## config.mk

```make
export PLATFORM = sky130hd
export DESIGN_NAME = dual_bank_arbiter
export DESIGN_NICKNAME = d
export VERILOG_FILES = /design/src/rtl/dual_bank_arbiter.sv
export SDC_FILE = /design/constraint.sdc
export NUM_CORES = 1
export LEC_CHECK = 0
export ABC_AREA = 1
export CORE_UTILIZATION = 47
export CTS_CLUSTER_DIAMETER = 120
export DETAILED_ROUTE_END_ITERATION = 8
export GPL_ROUTABILITY_DRIVEN = 0
export PLACE_DENSITY = 0.9
export SYNTH_ARGS = -nofsm -noshare
export SYNTH_HDL_FRONTEND = slang
export SYNTH_SLANG_ARGS = --single-unit
```

## constraint.sdc

```tcl
create_clock -name clk -period 3.5 [get_ports clk]
set_input_delay 0.7 -clock clk [delete_from_list [all_inputs] [get_ports clk]]
set_output_delay 0.7 -clock clk [all_outputs]
set_load 0.01 [all_outputs]
```

## src/rtl/dual_bank_arbiter.sv

```systemverilog
module dual_bank_arbiter #(
  parameter int ADDR_W       = 21,
  parameter int RST_MIN_CYC  = 8,
  parameter int RECOVERY_CYC = 16
) (
  input  logic              clk,
  input  logic              rst_n,
  input  logic              hw_rst_n,
  input  logic              req_valid,
  input  logic              req_write,
  input  logic              req_erase,
  input  logic [ADDR_W-1:0] req_addr,
  input  logic              op_done,
  input  logic              susp_cmd,
  input  logic              resume_cmd,
  output logic              req_grant,
  output logic              req_reject,
  output logic              req_status,
  output logic [1:0]        bank_busy,
  output logic              rb_drive_low
);
  localparam int LW = $clog2(RST_MIN_CYC + 1);
  localparam int RW = $clog2(RECOVERY_CYC + 1);

  logic run, run_erase, bank, susp, sprog, rpend, armed;
  logic [LW-1:0] lo_cnt;
  logic [RW-1:0] rec_cnt;
  logic n_run, n_erase, n_bank, n_susp, n_sprog, n_rpend;
  logic gnt, rej, sts;

  wire sel    = req_addr[ADDR_W-1];
  wire active = run | sprog;
  wire locked = !hw_rst_n || armed || (rec_cnt != '0);
  wire abort  = !hw_rst_n && (lo_cnt == LW'(RST_MIN_CYC - 1));

  assign bank_busy    = active ? (bank ? 2'b10 : 2'b01) : 2'b00;
  assign rb_drive_low = active;

  always_comb begin
    n_run = run; n_erase = run_erase; n_bank = bank;
    n_susp = susp; n_sprog = sprog; n_rpend = rpend;
    gnt = 1'b0; rej = 1'b0; sts = 1'b0;
    if (op_done) begin
      if (sprog) begin
        n_sprog = 1'b0;
        if (rpend) begin
          n_rpend = 1'b0; n_susp = 1'b0; n_run = 1'b1; n_erase = 1'b1;
        end
      end else if (run) n_run = 1'b0;
    end
    if (susp_cmd && n_run && n_erase) begin
      n_run = 1'b0; n_susp = 1'b1;
    end
    if (resume_cmd && n_susp) begin
      if (n_sprog) n_rpend = 1'b1;
      else begin n_susp = 1'b0; n_run = 1'b1; n_erase = 1'b1; end
    end
    if (req_valid) begin
      if (locked) rej = 1'b1;
      else if (!req_write) begin
        gnt = 1'b1; sts = bank_busy[sel];
      end else if (!run && !susp && !sprog) begin
        gnt = 1'b1; n_run = 1'b1; n_erase = req_erase; n_bank = sel;
      end else if (susp && !sprog && !req_erase && sel == bank) begin
        gnt = 1'b1; n_sprog = 1'b1;
      end else rej = 1'b1;
    end
  end

  always_ff @(posedge clk or negedge rst_n) begin
    if (!rst_n) begin
      run <= 1'b0; run_erase <= 1'b0; bank <= 1'b0; susp <= 1'b0;
      sprog <= 1'b0; rpend <= 1'b0; armed <= 1'b0;
      lo_cnt <= '0; rec_cnt <= '0;
      req_grant <= 1'b0; req_reject <= 1'b0; req_status <= 1'b0;
    end else begin
      req_grant  <= gnt;
      req_reject <= rej;
      req_status <= sts;
      if (hw_rst_n) lo_cnt <= '0;
      else if (lo_cnt != LW'(RST_MIN_CYC)) lo_cnt <= lo_cnt + 1'b1;
      if (abort) begin
        run <= 1'b0; run_erase <= 1'b0; susp <= 1'b0;
        sprog <= 1'b0; rpend <= 1'b0; armed <= 1'b1;
      end else begin
        run <= n_run; run_erase <= n_erase; bank <= n_bank;
        susp <= n_susp; sprog <= n_sprog; rpend <= n_rpend;
      end
      if (hw_rst_n && armed) begin
        armed   <= 1'b0;
        rec_cnt <= RW'(RECOVERY_CYC);
      end else if (rec_cnt != '0) rec_cnt <= rec_cnt - 1'b1;
    end
  end

  assert_answer_R1: assert property (@(posedge clk) disable iff (!rst_n)
    req_valid |=> (req_grant ^ req_reject));
  assert_single_modify_R4: assert property (@(posedge clk) disable iff (!rst_n)
    !(&bank_busy));
  assert_busy_refuse_R4: assert property (@(posedge clk) disable iff (!rst_n)
    (req_valid && req_write && rb_drive_low) |=> req_reject);
  assert_abort_clears_R9: assert property (@(posedge clk) disable iff (!rst_n)
    abort |=> !rb_drive_low);
  assert_pin_low_locks_R10: assert property (@(posedge clk) disable iff (!rst_n)
    (req_valid && !hw_rst_n) |=> req_reject);
endmodule

```

==> impl_results.md <==
* # diodes at 0
* Starting Density at 0.504
* RSZ-0062 raised after global routing: false
* Synthesis-stage register bit count at 19
* Switching Power at 240 uW
* Max Buffers Root-to-Sink at 2
* Crit share post-route at 0.637
* Skew final at 0.00147 ns
* Initial antenna violation count at 0
* Mapped Cells at 126
* Final ANT Viol Nets at 0
* Hold Fails Final Rpt at 0
* Gr usage total at 0.197
* Total routed wirelength at 1960 um
* Die Y at 47.9 um
* Synth unique cells at 20
* CTS tree: yes
* Die X-Extent at 47.9 um
* Max Transition Viols Final at 0
* Hold wc startpoint: rec_cnt[4]$_DFFE_PN0P_
* Post_cts resized at 0
* Site Rows at 16
* # fillers at 205
* F_max at 449 MHz
* Avg Inst Size Synth at 7.84 um^2
* Sequential power share at 0.449
* Setup-failing EPs final at 0
* Combinational power share at 0.377
* Max-cap viol count at 0
* Global-route wire length before repair at 3070 um
* Final Util at 0.611
* Core box area at 1960 um^2
* WP data required at 2.80 ns
* Via Count at 865
* Vias per Instance at 5.03
* Worst-path clk slew at 0.11 ns
* VDD IR max at 0.300 mV
* Worst Hold Depth at 1
* Vias in the first global route at 777
* Reg-to-reg endpoint: run_erase$_DFF_PN0_
* Layout Area Growth over Synthesis at 21.3%
* Later-pin clock latency in the skew report at 0.30 ns
* Flop-to-flop setup slack at 1.87 ns
* Multi-input logic area at 430 um^2
* Final setup TNS at 0 ns
* CP Data Arrival Time at 1.53 ns
* Drt pass-1 iters at 4
* Hold EP: rec_cnt[4]$_DFFE_PN0P_
* Reg2Reg Depth at 9
* Final WS setup at 1.27 ns
* Sequential-to-total area share from yosys stat at 0.481
* Status: complete, no violations
* Final min period at 2.23 ns
* Setup crit start kind: register
* Root Buffer: clkbuf_4
* Post-CTS Hold Buffers at 0
* DR iter-0 viols at 10
* Rel. slew slack at 0.431
* Post-DP HPWL at 1540 um
* Ports at 36
* Sw frac at 0.365
* Wire per inst at 11.4 um
* Clock share of power at 0.174
* Leak at 0.000614 uW
* Largest net degree at the start of global routing at 20
* Worst min path class: register to register
* CP Capture Type: output pin
* Reg area at 475 um^2
* Pwr/cell area at 550 nW/um^2
* Synthesis Warnings at 0
* Post-route DRC violation count at 0
* DP Worst Slack at 1.39 ns
* Layout cells sized above 1 at 0.0483
* Actual slew at the worst max-slew pin at 0.850 ns
* Gr ovfl total at 0
* Mapped Nets at 160
* # H-tree levels at 1
* Die area at 2290 um^2
* I/O Buffers at 15
* Setup Crit Path Kind: register to output pin
* Clk sinks at 19
* Layout Nets at 180
* Crit path max fanout at 5
* Internal at 419 uW
* Netlist Area Pre-Place at 988 um^2
* Post-CTS Setup Inserts at 0
* CTS buffer count at 3
* R2r startpoint: rec_cnt[0]$_DFFE_PN0P_
==> per-layer routing <==
metal | track usage | part of all wire
met2 | 0.341 | 0.52
met4 | 0.0944 | 0.017
met1 | 0.226 | 0.44
met3 | 0.0491 | 0.027
met5 | 0 | 0
==> cells in the mapped netlist <==
master	n	area [um^2]
o22ai_1	1	6.26
o21a_1	1	7.51
inv_2	1	3.75
xor2_1	2	17.5
a21oi_1	6	30.0
nor4_1	1	6.26
inv_1	21	78.8
ha_1	4	50.1
nor2_2	1	6.26
nor2_4	1	11.3
o31ai_1	1	7.51
nor2_1	15	56.3
nor3_1	1	5.00
nor3b_1	1	7.51
o21ai_0	7	35.0
dfrtp_1	19	475
or2_4	1	8.76
and2_1	1	6.26
nand3_1	12	60.1
nand2_1	29	109
==> cell families (layout without fill, tap and decap cells) <==
family,count (synthesis),count (layout),synth area share
xor+xnor,2,2,0.0177
fa+ha+maj,4,4,0.0506
buf+inv,22,41,0.0835
flops,19,19,0.481
compound gates,16,16,0.0873
simple gates,63,63,0.280
==> worst max-delay path, cell delays in order (launching register included) <==
cell and delay [ns]:
dfrtp_1 0.44, nor2_2 0.23, nor2_1 0.08, clkdlybuf4s50_1 0.48
==> final cells by class <==
type | instances | share of cell area
flip-flops and latches | 19 | 0.397
clock buffers | 4 | 0.0219
repair buffers | 15 | 0.125
inverters | 22 | 0.0689
well taps | 27 | 0.0282
multi-input cells | 85 | 0.359
==> worst max-delay path by stage <==
| stage | from | endpoint | slack (ns) | cells past startpoint |
|---|---|---|---|---|
| final | sprog$_DFF_PN0_ | bank_busy[1] | 1.27 | 3 |
| after global routing | sprog$_DFF_PN0_ | bank_busy[1] | 1.21 | 3 |
| after CTS | sprog$_DFF_PN0_ | bank_busy[1] | 1.27 | 3 |
| after detailed placement | op_done | susp$_DFF_PN0_ | 1.39 | 8 |
| after global placement | op_done | susp$_DFF_PN0_ | 1.45 | 8 |
| after floorplan | rec_cnt[0]$_DFFE_PN0P_ | run_erase$_DFF_PN0_ | 2.11 | 9 |
==> state kept, by name (all words and copies together), names as in the netlist <==
register    cells
armed           1
bank            1
lo_cnt          4
rec_cnt         5
req_grant       1
req_reject      1
req_status      1
rpend           1
run             1
run_erase       1
sprog           1
susp            1
==> power groups by stage <==
| stage | registers (uW) | logic [uW] | clock network [uW] |
|---|---|---|---|
| final | 296 | 248 | 115 |
| after global routing | 303 | 285 | 125 |
| after CTS | 295 | 249 | 117 |
| after detailed placement | 300 | 248 | 0 |
| after global placement | 297 | 229 | 0 |
| after floorplan | 294 | 172 | 0 |
==> placed cells by master, fill, tap and decap left out <==
| cell type | Yosys | final |
|---|---|---|
| nor2_1 | 15 | 15 |
| and2_1 | 1 | 1 |
| nor3b_1 | 1 | 1 |
| o22ai_1 | 1 | 1 |
| nor2_2 | 1 | 1 |
| or2_4 | 1 | 1 |
| nand2_1 | 29 | 29 |
| xor2_1 | 2 | 2 |
| ha_1 | 4 | 4 |
| nor3_1 | 1 | 1 |
| dfrtp_1 | 19 | 19 |
| a21oi_1 | 6 | 6 |
| clkbuf_1 | 0 | 1 |
| nor4_1 | 1 | 1 |
| o21a_1 | 1 | 1 |
| o21ai_0 | 7 | 7 |
| nand3_1 | 12 | 12 |
| o31ai_1 | 1 | 1 |
| clkbuf_4 | 0 | 3 |
| inv_1 | 21 | 21 |
| nor2_4 | 1 | 1 |
| inv_2 | 1 | 1 |
| clkdlybuf4s50_1 | 0 | 15 |
==> through the flow <==
step	power [uW]	std cells	hold WS, ns	instance area [um^2]
after floorplan	467	126	0.404	988
after global placement	526	168	0.470	1170
after detailed placement	548	168	0.488	1170
after CTS	661	172	0.501	1200
after global routing	712	172	0.533	1200
final	659	172	0.502	1200
No activity file was read; power rests on OpenSTA's default activity.
